==> src/rtl/perf_pkg.sv <==
// Shared definitions for the performance level scaling controller.
// Assumes requests are percentages encoded in seven bits.
package perf_pkg;
    localparam int          PCT_W    = 7;
    localparam logic [6:0]  PCT_FULL = 7'd100;

    typedef enum logic [2:0] {
        SQ_IDLE,
        SQ_VOLT_UP,
        SQ_CLK_UP,
        SQ_CLK_DN,
        SQ_VOLT_DN
    } seq_state_t;

    function automatic logic [PCT_W-1:0] clamp_pct(input logic [31:0] v);
        return (v > 32'(PCT_FULL)) ? PCT_FULL : v[PCT_W-1:0];
    endfunction
endpackage

==> src/rtl/perf_thermo_sync.sv <==
// Brings an asynchronous thermometer-coded level into the local clock domain.
// Two flops synchronize; a third holds the previous sample. The confirmed
// level updates only when two consecutive samples agree and are legal.
// Assumes the remote side changes its code slowly compared to this clock.
module perf_thermo_sync #(
    parameter int W  = 3,
    parameter int LW = 2
) (
    input  logic          clk,
    input  logic          rst_n,
    input  logic [W-1:0]  therm_in,
    output logic [LW-1:0] lvl
);
    logic [W-1:0]  s1, s2, s3;
    logic          accept;
    logic [LW-1:0] ones;

    // Synchronizer chain plus previous-sample register
    always_ff @(posedge clk) begin
        if (!rst_n) begin
            s1 <= '0;
            s2 <= '0;
            s3 <= '0;
        end else begin
            s1 <= therm_in;
            s2 <= s1;
            s3 <= s2;
        end
    end

    // Legality, stability and population count of the latest sample
    always_comb begin
        accept = ((s2 & (s2 + W'(1))) == '0) && (s2 == s3);
        ones   = '0;
        for (int i = 0; i < W; i++) ones = ones + LW'(s2[i]);
    end

    // Confirmed level register
    always_ff @(posedge clk) begin
        if (!rst_n)      lvl <= '0;
        else if (accept) lvl <= ones;
    end
endmodule

==> src/rtl/perf_seq.sv <==
// Transition sequencer: moves the two scaling sides to a wanted index.
// Raising leads with voltage; lowering leads with clock. A new wanted index
// is sampled only when idle, so the last request written while busy wins.
// Assumes each side eventually reports the index it was sent.
module perf_seq
    import perf_pkg::*;
#(
    parameter int IW = 2
) (
    input  logic          clk,
    input  logic          rst_n,
    input  logic [IW-1:0] want_idx,
    input  logic [IW-1:0] clk_lvl,
    input  logic [IW-1:0] volt_lvl,
    output logic [IW-1:0] tgt_idx,
    output logic [IW-1:0] clk_idx,
    output logic [IW-1:0] volt_idx,
    output logic          busy
);
    seq_state_t st;

    // Ordered transition state machine
    always_ff @(posedge clk) begin
        if (!rst_n) begin
            st       <= SQ_IDLE;
            tgt_idx  <= '0;
            clk_idx  <= '0;
            volt_idx <= '0;
        end else begin
            case (st)
                SQ_IDLE: begin
                    if (want_idx > tgt_idx) begin
                        tgt_idx  <= want_idx;
                        volt_idx <= want_idx;
                        st       <= SQ_VOLT_UP;
                    end else if (want_idx < tgt_idx) begin
                        tgt_idx  <= want_idx;
                        clk_idx  <= want_idx;
                        st       <= SQ_CLK_DN;
                    end
                end
                SQ_VOLT_UP: begin
                    if (volt_lvl == tgt_idx) begin
                        clk_idx <= tgt_idx;
                        st      <= SQ_CLK_UP;
                    end
                end
                SQ_CLK_UP: begin
                    if (clk_lvl == tgt_idx) st <= SQ_IDLE;
                end
                SQ_CLK_DN: begin
                    if (clk_lvl == tgt_idx) begin
                        volt_idx <= tgt_idx;
                        st       <= SQ_VOLT_DN;
                    end
                end
                SQ_VOLT_DN: begin
                    if (volt_lvl == tgt_idx) st <= SQ_IDLE;
                end
                default: st <= SQ_IDLE;
            endcase
        end
    end

    assign busy = (st != SQ_IDLE);
endmodule

==> src/rtl/perf_work.sv <==
// Work meter: counts active cycles over a window of win_len cycles and
// publishes the count of the last full window. A window length of 0
// behaves as 1. Assumes win_len changes only occasionally.
module perf_work #(
    parameter int CW = 16
) (
    input  logic          clk,
    input  logic          rst_n,
    input  logic          active,
    input  logic [CW-1:0] win_len,
    output logic [CW-1:0] result
);
    logic [CW-1:0] cnt, acc, last;

    assign last = (win_len == '0) ? '0 : win_len - CW'(1);

    // Window counter and accumulator
    always_ff @(posedge clk) begin
        if (!rst_n) begin
            cnt    <= '0;
            acc    <= '0;
            result <= '0;
        end else if (cnt >= last) begin
            result <= acc + CW'(active);
            acc    <= '0;
            cnt    <= '0;
        end else begin
            acc <= acc + CW'(active);
            cnt <= cnt + CW'(1);
        end
    end
endmodule

==> src/rtl/perf_regs.sv <==
// Register file and request mapping. Holds the request, the window length
// and the per-level table; maps the request to the wanted index; selects
// the code outputs. Zero-wait APB: writes take effect in the access phase,
// reads decode the address combinationally. Assumes IW <= 8.
module perf_regs
    import perf_pkg::*;
#(
    parameter int NLVL = 4,
    parameter int IW   = 2,
    parameter int CW   = 16,
    parameter int AW   = 8
) (
    input  logic             pclk,
    input  logic             presetn,
    input  logic             psel,
    input  logic             penable,
    input  logic             pwrite,
    input  logic [AW-1:0]    paddr,
    input  logic [31:0]      pwdata,
    output logic [31:0]      prdata,
    input  logic             max_req,
    input  logic [IW-1:0]    tgt_idx,
    input  logic [IW-1:0]    clk_lvl,
    input  logic [IW-1:0]    volt_lvl,
    input  logic             busy,
    input  logic [CW-1:0]    work_cnt,
    input  logic [IW-1:0]    clk_idx,
    input  logic [IW-1:0]    volt_idx,
    output logic [IW-1:0]    want_idx,
    output logic [7:0]       clk_code,
    output logic [7:0]       volt_code,
    output logic [CW-1:0]    win_len,
    output logic [PCT_W-1:0] req_pct
);
    localparam int WA    = AW - 2;
    localparam int LBASE = 4;

    logic [NLVL-1:0][PCT_W-1:0] thr;
    logic [NLVL-1:0][7:0]       fcode;
    logic [NLVL-1:0][7:0]       vcode;
    logic [WA-1:0]              word;
    logic                       wr_en;
    logic [IW-1:0]              map_idx;

    assign word  = paddr[AW-1:2];
    assign wr_en = psel & penable & pwrite;

    // Writable registers
    always_ff @(posedge pclk) begin
        if (!presetn) begin
            req_pct <= '0;
            win_len <= CW'(100);
            for (int i = 0; i < NLVL; i++) begin
                thr[i]   <= PCT_W'(((i + 1) * 100) / NLVL);
                fcode[i] <= 8'(i);
                vcode[i] <= 8'(i);
            end
        end else if (wr_en) begin
            if (word == WA'(0)) req_pct <= clamp_pct(pwdata);
            if (word == WA'(2)) win_len <= pwdata[CW-1:0];
            for (int i = 0; i < NLVL; i++) begin
                if (word == WA'(LBASE + i)) begin
                    thr[i]   <= pwdata[PCT_W-1:0];
                    fcode[i] <= pwdata[15:8];
                    vcode[i] <= pwdata[23:16];
                end
            end
        end
    end

    // Lowest qualifying level, highest level by default or on hardware demand
    always_comb begin
        map_idx = IW'(NLVL - 1);
        for (int i = NLVL - 1; i >= 0; i--) begin
            if (thr[i] >= req_pct) map_idx = IW'(i);
        end
        want_idx = max_req ? IW'(NLVL - 1) : map_idx;
    end

    // Code selection for each side
    assign clk_code  = fcode[clk_idx];
    assign volt_code = vcode[volt_idx];

    // Read decode
    always_comb begin
        prdata = '0;
        if (word == WA'(0)) prdata[PCT_W-1:0] = req_pct;
        if (word == WA'(1)) begin
            prdata[IW-1:0]    = tgt_idx;
            prdata[8 +: IW]   = clk_lvl;
            prdata[16 +: IW]  = volt_lvl;
            prdata[31]        = busy;
        end
        if (word == WA'(2)) prdata[CW-1:0] = win_len;
        if (word == WA'(3)) prdata[CW-1:0] = work_cnt;
        for (int i = 0; i < NLVL; i++) begin
            if (word == WA'(LBASE + i))
                prdata[23:0] = {vcode[i], fcode[i], 1'b0, thr[i]};
        end
    end
endmodule

==> src/rtl/perf_scale_ctrl.sv <==
// Top of the performance level scaling controller. Connects the register
// file, the two level synchronizers, the transition sequencer and the work
// meter. Assumes the thermometer inputs are asynchronous to pclk.
module perf_scale_ctrl #(
    parameter int NLVL = 4,
    parameter int CW   = 16,
    parameter int AW   = 8
) (
    input  logic                      pclk,
    input  logic                      presetn,
    input  logic                      psel,
    input  logic                      penable,
    input  logic                      pwrite,
    input  logic [AW-1:0]             paddr,
    input  logic [31:0]               pwdata,
    output logic [31:0]               prdata,
    input  logic                      max_perf_req,
    input  logic                      work_active,
    input  logic [NLVL-2:0]           clk_lvl_therm,
    input  logic [NLVL-2:0]           volt_lvl_therm,
    output logic [$clog2(NLVL)-1:0]   clk_tgt_idx,
    output logic [7:0]                clk_freq_code,
    output logic [$clog2(NLVL)-1:0]   volt_tgt_idx,
    output logic [7:0]                volt_code
);
    localparam int IW  = $clog2(NLVL);
    localparam int THW = NLVL - 1;

    logic [IW-1:0] want_idx, tgt_idx, clk_conf, volt_conf;
    logic          seq_busy;
    logic [CW-1:0] win_len, work_cnt;
    logic [6:0]    req_pct;

    perf_regs #(.NLVL(NLVL), .IW(IW), .CW(CW), .AW(AW)) u_regs (
        .pclk(pclk), .presetn(presetn), .psel(psel), .penable(penable),
        .pwrite(pwrite), .paddr(paddr), .pwdata(pwdata), .prdata(prdata),
        .max_req(max_perf_req), .tgt_idx(tgt_idx), .clk_lvl(clk_conf),
        .volt_lvl(volt_conf), .busy(seq_busy), .work_cnt(work_cnt),
        .clk_idx(clk_tgt_idx), .volt_idx(volt_tgt_idx), .want_idx(want_idx),
        .clk_code(clk_freq_code), .volt_code(volt_code), .win_len(win_len),
        .req_pct(req_pct)
    );

    perf_thermo_sync #(.W(THW), .LW(IW)) u_sync_clk (
        .clk(pclk), .rst_n(presetn), .therm_in(clk_lvl_therm), .lvl(clk_conf)
    );

    perf_thermo_sync #(.W(THW), .LW(IW)) u_sync_volt (
        .clk(pclk), .rst_n(presetn), .therm_in(volt_lvl_therm), .lvl(volt_conf)
    );

    perf_seq #(.IW(IW)) u_seq (
        .clk(pclk), .rst_n(presetn), .want_idx(want_idx), .clk_lvl(clk_conf),
        .volt_lvl(volt_conf), .tgt_idx(tgt_idx), .clk_idx(clk_tgt_idx),
        .volt_idx(volt_tgt_idx), .busy(seq_busy)
    );

    perf_work #(.CW(CW)) u_work (
        .clk(pclk), .rst_n(presetn), .active(work_active), .win_len(win_len),
        .result(work_cnt)
    );
endmodule

==> config.mk <==
export PLATFORM = sky130hd
export DESIGN_NAME = perf_scale_ctrl
export DESIGN_NICKNAME = d
export VERILOG_FILES = /design/src/rtl/perf_pkg.sv /design/src/rtl/perf_thermo_sync.sv /design/src/rtl/perf_seq.sv /design/src/rtl/perf_work.sv /design/src/rtl/perf_regs.sv /design/src/rtl/perf_scale_ctrl.sv
export SDC_FILE = /design/constraint.sdc
export NUM_CORES = 1
export LEC_CHECK = 0
export BUFFER_PORTS_ARGS = -buffer_cell sky130_fd_sc_hd__buf_2
export CORE_ASPECT_RATIO = 0.75
export CORE_MARGIN = 5
export CORE_UTILIZATION = 50
export CTS_CLUSTER_SIZE = 8
export DETAILED_ROUTE_END_ITERATION = 7
export HOLD_SLACK_MARGIN = 0.12
export PLACE_DENSITY = 0.69
export RECOVER_POWER = 25
export SYNTH_ARGS = -nofsm -noshare
export SYNTH_HDL_FRONTEND = slang
export SYNTH_SLANG_ARGS = --single-unit
export TNS_END_PERCENT = 10
==> constraint.sdc <==
create_clock -name pclk -period 5.35 [get_ports pclk]
set_clock_uncertainty 0.2 [all_clocks]
set_input_delay 0.8025 -clock pclk [delete_from_list [all_inputs] [get_ports pclk]]
set_output_delay 0.8025 -clock pclk [all_outputs]
set_load 0.005 [all_outputs]
==> results of run 1 <==
stage by stage:
step | hold slack (ns) | setup WS, ns | instances
after floorplan | 0.212 | 1.45 | 1190
after global placement | 0.216 | 0.991 | 1478
after detailed placement | 0.219 | 0.848 | 1478
after CTS | 0.237 | 0.810 | 1510
after global routing | 0.256 | 0.361 | 1510
final | 0.235 | 0.741 | 1510
sequential cells by signal, summed over array words and instances, names as in the netlist, 7 cells and up:
name and cells:
u_regs.fcode 32, u_regs.vcode 32, u_work.acc 16, u_work.result 16
u_regs.thr 28, u_regs.win_len 16, u_work.cnt 16, u_regs.req_pct 7
kinds of logic (layout without fill, tap and decap cells):
logic type | count (synthesis) | after routing
adder cells (fa/ha/maj) | 46 | 46
other | 1 | 7
multiplexers | 85 | 85
flip-flops | 194 | 194
buffers and inverters | 98 | 160
AND/OR/NAND/NOR | 510 | 510
AO/OA/AOI/OAI | 201 | 201
XOR/XNOR | 49 | 49
final timing paths:
path                                                     start                           end  slack (ns)  cells past startpoint
worst max-delay path                                  paddr[4]                    prdata[15]        0.74                      6
worst min-delay path              u_sync_volt.s1[0]$_SDFF_PN0_  u_sync_volt.s2[0]$_SDFF_PN0_        0.24                      1
worst max register to register  u_regs.win_len[8]$_SDFFE_PN0P_      u_work.acc[2]$_SDFF_PP0_        0.83                     10
worst min register to register    u_sync_volt.s1[0]$_SDFF_PN0_  u_sync_volt.s2[0]$_SDFF_PN0_        0.24                      1
layout make-up:
class	instances	area [µm²]	share of cell area (%)
multi-input cells	898	5780	51.5
flip-flops and latches	194	3880	34.6
repair buffers	106	536	4.78
clock buffers	17	425	3.79
well taps	258	323	2.88
clock inverters	15	183	1.63
inverters	22	82.6	0.737
routing by layer:
metal,share of wire [%],global-route usage [%],up-vias
li1,-,-,4241
met1,47,35.6,4295
met2,45,37.3,378
met3,7.3,3.86,31
met4,1.2,6.29,0
met5,0,0,-
worst reg2reg max path, stage by stage (launching register included):
cell	delay, ns
sky130_fd_sc_hd__dfxtp_1	0.37
sky130_fd_sc_hd__or4_1	0.61
sky130_fd_sc_hd__nor4_1	0.36
sky130_fd_sc_hd__nand4_1	0.62
sky130_fd_sc_hd__and2_1	0.40
sky130_fd_sc_hd__ha_1	0.27
sky130_fd_sc_hd__nor3b_1	0.04
sky130_fd_sc_hd__o21ai_0	0.17
sky130_fd_sc_hd__o211a_1	0.34
sky130_fd_sc_hd__or3_1	0.83
sky130_fd_sc_hd__nor2_1	0.13
cells in the mapped netlist, drive strengths merged, types with 5 or more instances:
cell,n,area [µm²]
a221oi,9,78.8
o21ai,26,130
inv,22,82.6
nor3,22,115
ha,44,551
or3,5,31.3
and3,14,87.6
nand4,11,68.8
nor2b,15,93.8
nand3,40,200
mux2i,49,490
o21a,11,82.6
buf,20,125
nand2,268,1010
and2,27,169
mux2,10,113
a21oi,102,510
mux4,26,586
clkbuf,56,210
nor4,17,128
xnor2,20,175
nor2,72,270
xor2,29,254
or4,5,37.5
dfxtp,194,3880
o22ai,13,81.3
where the power goes:
group	leakage, nW	switching [mW]	total (mW)	internal (mW)
registers	1.57	0.0958	1.57	1.48
logic	2.78	0.211	0.378	0.167
clock network	0.290	0.662	1.30	0.637
total	4.64	0.969	3.25	2.28
==> metrics.txt, run 1 <==
# TYPE chip_impl_metric gauge
chip_impl_metric{name="fill_cells",unit=""} 1823
chip_impl_metric{name="final-max-slew-violation-count",unit=""} 179
chip_impl_metric{name="detail_route.vias_per_cell",unit=""} 5.92
chip_impl_info{name="layout.cells.most_common_list",value="sky130_fd_sc_hd__nand2_1, sky130_fd_sc_hd__dfxtp_1, sky130_fd_sc_hd__a21oi_1"} 1
chip_impl_metric{name="diodes",unit=""} 0
chip_impl_metric{name="worst-slew-pin-transition",unit="ns"} 3.36
chip_impl_metric{name="slew-limit-headroom",unit="%"} -124
chip_impl_metric{name="cp.buffers_inverters",unit=""} 3
chip_impl_info{name="synth_flop_cell",value="sky130_fd_sc_hd__dfxtp_1"} 1
chip_impl_metric{name="p_total",unit="mW"} 3.25
chip_impl_metric{name="ctsHoldBuffers",unit=""} 0
chip_impl_metric{name="fp.dieW",unit="µm"} 174
chip_impl_metric{name="ys_seq_elements",unit=""} 194
chip_impl_metric{name="min_period_over_period",unit="%"} 86.1
chip_impl_metric{name="tns",unit="ns"} 0
chip_impl_metric{name="final_hold_viol_count",unit=""} 0
chip_impl_metric{name="antenna_found_initial",unit=""} 0
chip_impl_metric{name="netlist_instances",unit=""} 1184
chip_impl_metric{name="cts_htree_levels",unit=""} 4
chip_impl_metric{name="yosysWarningCount",unit=""} 0
chip_impl_metric{name="yosysSeqAreaShare",unit="%"} 38.6
chip_impl_metric{name="leakage",unit="nW"} 4.64
chip_impl_metric{name="routed-via-count",unit=""} 8945
chip_impl_info{name="critical_path.most_common_cell",value="sky130_fd_sc_hd__clkbuf_1"} 1
chip_impl_info{name="start_to_end_type_of_the_worst_setup_path",value="input pin to output pin"} 1
chip_impl_metric{name="postSynth.asyncResetShare",unit="%"} 0
chip_impl_metric{name="floorplan.io_pins",unit=""} 105
chip_impl_metric{name="grt_pass1_wl",unit="µm"} 45300
chip_impl_metric{name="placementRows",unit=""} 45
chip_impl_info{name="worstSetupEndpointType",value="output pin"} 1
chip_impl_info{name="status",value="finished with violations"} 1
chip_impl_metric{name="postLayoutCellArea",unit="µm²"} 11200
chip_impl_metric{name="post_route_drc",unit=""} 0
chip_impl_metric{name="pwr_density_cell",unit="nW/µm²"} 290
chip_impl_metric{name="post_cts_resized",unit=""} 0
chip_impl_info{name="worst_setup_path_start_kind",value="input pin"} 1
chip_impl_metric{name="port-buffer-count",unit=""} 95
chip_impl_metric{name="synth_simple_gate_area_share",unit="%"} 23.1
chip_impl_metric{name="globalplace.congestion",unit=""} 0.890
chip_impl_info{name="critPathTopFamily",value="buffers and inverters"} 1
chip_impl_info{name="synth_top_family_by_area",value="simple AND/OR/NAND/NOR gates"} 1
chip_impl_metric{name="syn-mean-instance-area",unit="µm²"} 8.50
chip_impl_info{name="critical_path.slowest_cell",value="sky130_fd_sc_hd__clkbuf_1"} 1
chip_impl_info{name="layout.cells.most_common",value="sky130_fd_sc_hd__nand2_1"} 1
chip_impl_metric{name="post_drt_wl_per_cell",unit="µm"} 18.9
chip_impl_metric{name="worst_path_largest_cell_delay",unit="ns"} 0.66
chip_impl_info{name="path_cells",value="clkbuf_1 -> nor4b_1 -> clkbuf_1 -> nand3_1 -> o21a_1 -> buf_2"} 1
chip_impl_metric{name="max_freq",unit="MHz"} 217
chip_impl_metric{name="critical_path_peak_fanout",unit=""} 16
chip_impl_info{name="grt_setup_unrepaired",value="false"} 1
chip_impl_metric{name="post-cts-setup-buffer-count",unit=""} 0
chip_impl_metric{name="clkLatencyLatePin",unit="ns"} 0.45
chip_impl_metric{name="synth_fa_ha_area_share",unit="%"} 5.87
chip_impl_metric{name="place_hpwl",unit="µm"} 19700
chip_impl_metric{name="fraction_of_layout_cells_with_a_size_suffix_above_1",unit="%"} 13.7
chip_impl_metric{name="first_global_vias",unit=""} 8403
chip_impl_metric{name="postRouteWirelength",unit="µm"} 28600
chip_impl_info{name="clock_tree.root_cell",value="sky130_fd_sc_hd__clkbuf_16"} 1
chip_impl_metric{name="synthMuxAreaShare",unit="%"} 11.8
chip_impl_metric{name="worst-endpoint-arrival",unit="ns"} 3.61
chip_impl_metric{name="final-setup-viol-count",unit=""} 0
chip_impl_metric{name="synth-compound-area-share",unit="%"} 12.2
chip_impl_metric{name="worst_setup_hold_path_clk_slew",unit="ns"} 0.08
chip_impl_info{name="min_path_type",value="flop to flop"} 1
chip_impl_info{name="clock_tree_from_tritoncts",value="built"} 1
chip_impl_metric{name="die_area",unit="µm²"} 23100
chip_impl_metric{name="core-area",unit="µm²"} 20000
chip_impl_metric{name="grt.total_usage",unit="%"} 24.2
chip_impl_metric{name="finalNetCount",unit=""} 1338
chip_impl_metric{name="yosysUniqueCellTypes",unit=""} 63
chip_impl_metric{name="post-route-min-period",unit="ns"} 4.61
chip_impl_info{name="violations_in_the_final_reports",value="max-capacitance violations, max-slew violations"} 1
chip_impl_metric{name="cts_inserted_buffers",unit=""} 17
chip_impl_metric{name="final_core_utilization",unit="%"} 56.1
chip_impl_metric{name="initial_core_util",unit="%"} 50.3
chip_impl_metric{name="route.antenna.remaining_nets",unit=""} 0
chip_impl_metric{name="synth.cell_area",unit="µm²"} 10100
chip_impl_metric{name="detail_route.iter0.violations",unit=""} 882
chip_impl_metric{name="synth_xor_xnor_area_share",unit="%"} 4.27
chip_impl_metric{name="maxCapViolCount",unit=""} 2
chip_impl_metric{name="placed_cell_area",unit="µm²"} 10600
chip_impl_metric{name="ctsLongestPathBuffers",unit=""} 2
chip_impl_metric{name="irDropWorstVdd",unit="mV"} 0.196
chip_impl_metric{name="area_delta_synth_final",unit="%"} 11.4
chip_impl_metric{name="overflow",unit=""} 0
chip_impl_metric{name="grt_start_max_net_pins",unit=""} 101
chip_impl_metric{name="chip_height",unit="µm"} 133
chip_impl_metric{name="numClockSinks",unit=""} 194
chip_impl_metric{name="critical_path_required",unit="ns"} 4.35
chip_impl_metric{name="drt_first_pass_iters",unit=""} 5
chip_impl_metric{name="synth_edf_count",unit=""} 0
(Power assumes the default switching activity.)
==> run 2: changes to the inputs <==
- CORE_MARGIN: 5 -> 3
==> metrics.txt, run 2 (synthesis gave the netlist of run 1 again) <==
# TYPE chip_impl_metric gauge
chip_impl_info{name="clock_tree.root_cell",value="sky130_fd_sc_hd__clkbuf_16"} 1
chip_impl_info{name="min_path_type",value="flop to flop"} 1
chip_impl_info{name="grt_setup_unrepaired",value="false"} 1
chip_impl_info{name="critical_path.slowest_cell",value="sky130_fd_sc_hd__clkbuf_1"} 1
chip_impl_metric{name="grt_start_max_net_pins",unit=""} 101
chip_impl_metric{name="pwr_density_cell",unit="nW/µm²"} 292
chip_impl_metric{name="final-setup-viol-count",unit=""} 0
chip_impl_metric{name="cts_inserted_buffers",unit=""} 17
chip_impl_metric{name="overflow",unit=""} 0
chip_impl_metric{name="fp.dieW",unit="µm"} 170
chip_impl_info{name="top_regs",value="u_regs.fcode: 32 flops, u_regs.vcode: 32 flops, u_regs.thr: 28 flops"} 1
chip_impl_metric{name="port-buffer-count",unit=""} 95
chip_impl_metric{name="numClockSinks",unit=""} 194
chip_impl_metric{name="p_total",unit="mW"} 3.27
chip_impl_info{name="critPathTopFamily",value="buffers and inverters"} 1
chip_impl_metric{name="postLayoutCellArea",unit="µm²"} 11200
chip_impl_metric{name="multi_input_area",unit="µm²"} 5780
chip_impl_metric{name="detail_route.iter0.violations",unit=""} 799
chip_impl_metric{name="grt.total_usage",unit="%"} 26.9
chip_impl_metric{name="worst-slew-pin-transition",unit="ns"} 3.40
chip_impl_metric{name="post_drt_wl_per_cell",unit="µm"} 19.2
chip_impl_metric{name="post-route-min-period",unit="ns"} 4.79
chip_impl_info{name="clock_tree_from_tritoncts",value="built"} 1
chip_impl_metric{name="ctsLongestPathBuffers",unit=""} 2
chip_impl_metric{name="cp.buffers_inverters",unit=""} 3
chip_impl_info{name="startpoint",value="paddr[4]"} 1
chip_impl_metric{name="route.antenna.remaining_nets",unit=""} 0
chip_impl_metric{name="reg2reg_depth",unit=""} 10
chip_impl_metric{name="fill_cells",unit=""} 1761
chip_impl_metric{name="final.hold.worst_slack",unit="ns"} 0.236
chip_impl_metric{name="critical_path_peak_fanout",unit=""} 25
chip_impl_metric{name="placed_cell_area",unit="µm²"} 10700
chip_impl_metric{name="final_hold_viol_count",unit=""} 0
chip_impl_metric{name="ctsHoldBuffers",unit=""} 0
chip_impl_metric{name="leakage",unit="nW"} 4.66
chip_impl_info{name="start_to_end_type_of_the_worst_setup_path",value="input pin to flop"} 1
chip_impl_metric{name="seq_area",unit="µm²"} 3880
chip_impl_metric{name="globalplace.congestion",unit=""} 0.924
chip_impl_info{name="timing.rr.end",value="u_work.acc[8]$_SDFF_PP0_"} 1
chip_impl_info{name="critical_path.most_common_cell",value="sky130_fd_sc_hd__clkbuf_1"} 1
chip_impl_metric{name="grt_pass1_wl",unit="µm"} 46100
chip_impl_metric{name="die_area",unit="µm²"} 21900
chip_impl_metric{name="post-cts-setup-buffer-count",unit=""} 0
chip_impl_metric{name="cts_htree_levels",unit=""} 4
chip_impl_metric{name="max_freq",unit="MHz"} 209
chip_impl_metric{name="worst-endpoint-arrival",unit="ns"} 4.72
chip_impl_info{name="capture_point_of_the_worst_path",value="u_regs.thr[15]$_SDFFE_PN1P_"} 1
chip_impl_info{name="worst_setup_path_start_kind",value="input pin"} 1
chip_impl_metric{name="r2r_setup_slack",unit="ns"} 0.90
chip_impl_info{name="violations_in_the_final_reports",value="max-capacitance violations, max-slew violations"} 1
chip_impl_metric{name="slew-limit-headroom",unit="%"} -127
chip_impl_metric{name="maxCapViolCount",unit=""} 3
chip_impl_metric{name="postRouteWirelength",unit="µm"} 29000
chip_impl_metric{name="post_route_drc",unit=""} 0
chip_impl_metric{name="drt_first_pass_iters",unit=""} 7
chip_impl_info{name="worstSetupEndpointType",value="flop"} 1
chip_impl_metric{name="worst_setup_hold_path_clk_slew",unit="ns"} 0.08
chip_impl_metric{name="crit_cells",unit=""} 7
chip_impl_metric{name="preCtsSetupSlack",unit="ns"} 0.924
chip_impl_metric{name="place_hpwl",unit="µm"} 19600
chip_impl_metric{name="chip_height",unit="µm"} 129
chip_impl_metric{name="critical_path_required",unit="ns"} 5.28
chip_impl_metric{name="placementRows",unit=""} 44
chip_impl_info{name="path_cells",value="clkbuf_1 -> nor4b_1 -> clkbuf_1 -> nand2_1 -> nor3_1 -> clkbuf_1 -> o211ai_1"} 1
chip_impl_metric{name="detail_route.vias_per_cell",unit=""} 5.96
chip_impl_metric{name="antenna_found_initial",unit=""} 0
chip_impl_info{name="status",value="finished with violations"} 1
chip_impl_metric{name="finalNetCount",unit=""} 1341
chip_impl_metric{name="area_delta_synth_final",unit="%"} 11.6
chip_impl_metric{name="min_period_over_period",unit="%"} 89.5
chip_impl_info{name="layout.cells.most_common_list",value="sky130_fd_sc_hd__nand2_1, sky130_fd_sc_hd__dfxtp_1, sky130_fd_sc_hd__a21oi_1"} 1
chip_impl_metric{name="fraction_of_layout_cells_with_a_size_suffix_above_1",unit="%"} 14.0
chip_impl_metric{name="routed-via-count",unit=""} 8981
chip_impl_info{name="layout.cells.most_common",value="sky130_fd_sc_hd__nand2_1"} 1
chip_impl_metric{name="worst_slack",unit="ns"} 0.560
chip_impl_metric{name="first_global_vias",unit=""} 8394
chip_impl_metric{name="tns",unit="ns"} 0
chip_impl_info{name="worst_r2r_startpoint",value="u_regs.win_len[8]$_SDFFE_PN0P_"} 1
chip_impl_metric{name="floorplan.io_pins",unit=""} 105
chip_impl_metric{name="post_cts_resized",unit=""} 0
chip_impl_metric{name="diodes",unit=""} 0
chip_impl_metric{name="final-max-slew-violation-count",unit=""} 205
chip_impl_metric{name="core-area",unit="µm²"} 19500
chip_impl_metric{name="clkLatencyLatePin",unit="ns"} 0.45
chip_impl_metric{name="irDropWorstVdd",unit="mV"} 0.224
chip_impl_metric{name="worst_path_largest_cell_delay",unit="ns"} 1.16
chip_impl_metric{name="initial_core_util",unit="%"} 51.5
[run 2: metal layers]
layer	GRT usage [%]	routed length, µm	part of all wire, %	vias up
met2	39.6	12600	43	432
met1	39.6	13100	45	4263
met3	6.36	2950	10	38
met4	7.02	418	1.4	0
li1	-	-	-	4248
met5	0	0	0	-
[run 2: power breakdown]
group | internal (mW) | switching, mW
clock network | 0.637 | 0.676
logic | 0.170 | 0.215
registers | 1.48 | 0.0996
total | 2.28 | 0.991
[run 2: final cells by class]
cell class / instances / area share (%)
clock buffers: 17 / 3.79
clock inverters: 15 / 1.64
inverters: 22 / 0.735
multi-input cells: 898 / 51.4
flip-flops and latches: 194 / 34.6
well taps: 253 / 2.82
repair buffers: 109 / 4.99
[run 2: per-stage QoR]
step                      util, %  instances
after global placement       54.5       1476
after floorplan                 -       1190
after CTS                    57.6       1508
after detailed placement     54.5       1476
final                        57.5       1508
after global routing         57.5       1508
[run 2: worst min-delay path by stage]
stage / startpoint / endpoint / slack (ns) / depth (start not counted)
after floorplan: u_sync_clk.s1[0]$_SDFF_PN0_ / u_sync_clk.s2[0]$_SDFF_PN0_ / 0.21 / 1
after global placement: u_sync_clk.s1[0]$_SDFF_PN0_ / u_sync_clk.s2[0]$_SDFF_PN0_ / 0.22 / 1
after detailed placement: u_sync_volt.s1[0]$_SDFF_PN0_ / u_sync_volt.s2[0]$_SDFF_PN0_ / 0.22 / 1
after CTS: u_sync_volt.s1[0]$_SDFF_PN0_ / u_sync_volt.s2[0]$_SDFF_PN0_ / 0.24 / 1
after global routing: u_sync_volt.s1[2]$_SDFF_PN0_ / u_sync_volt.s2[2]$_SDFF_PN0_ / 0.26 / 1
final: u_sync_volt.s1[0]$_SDFF_PN0_ / u_sync_volt.s2[0]$_SDFF_PN0_ / 0.24 / 1
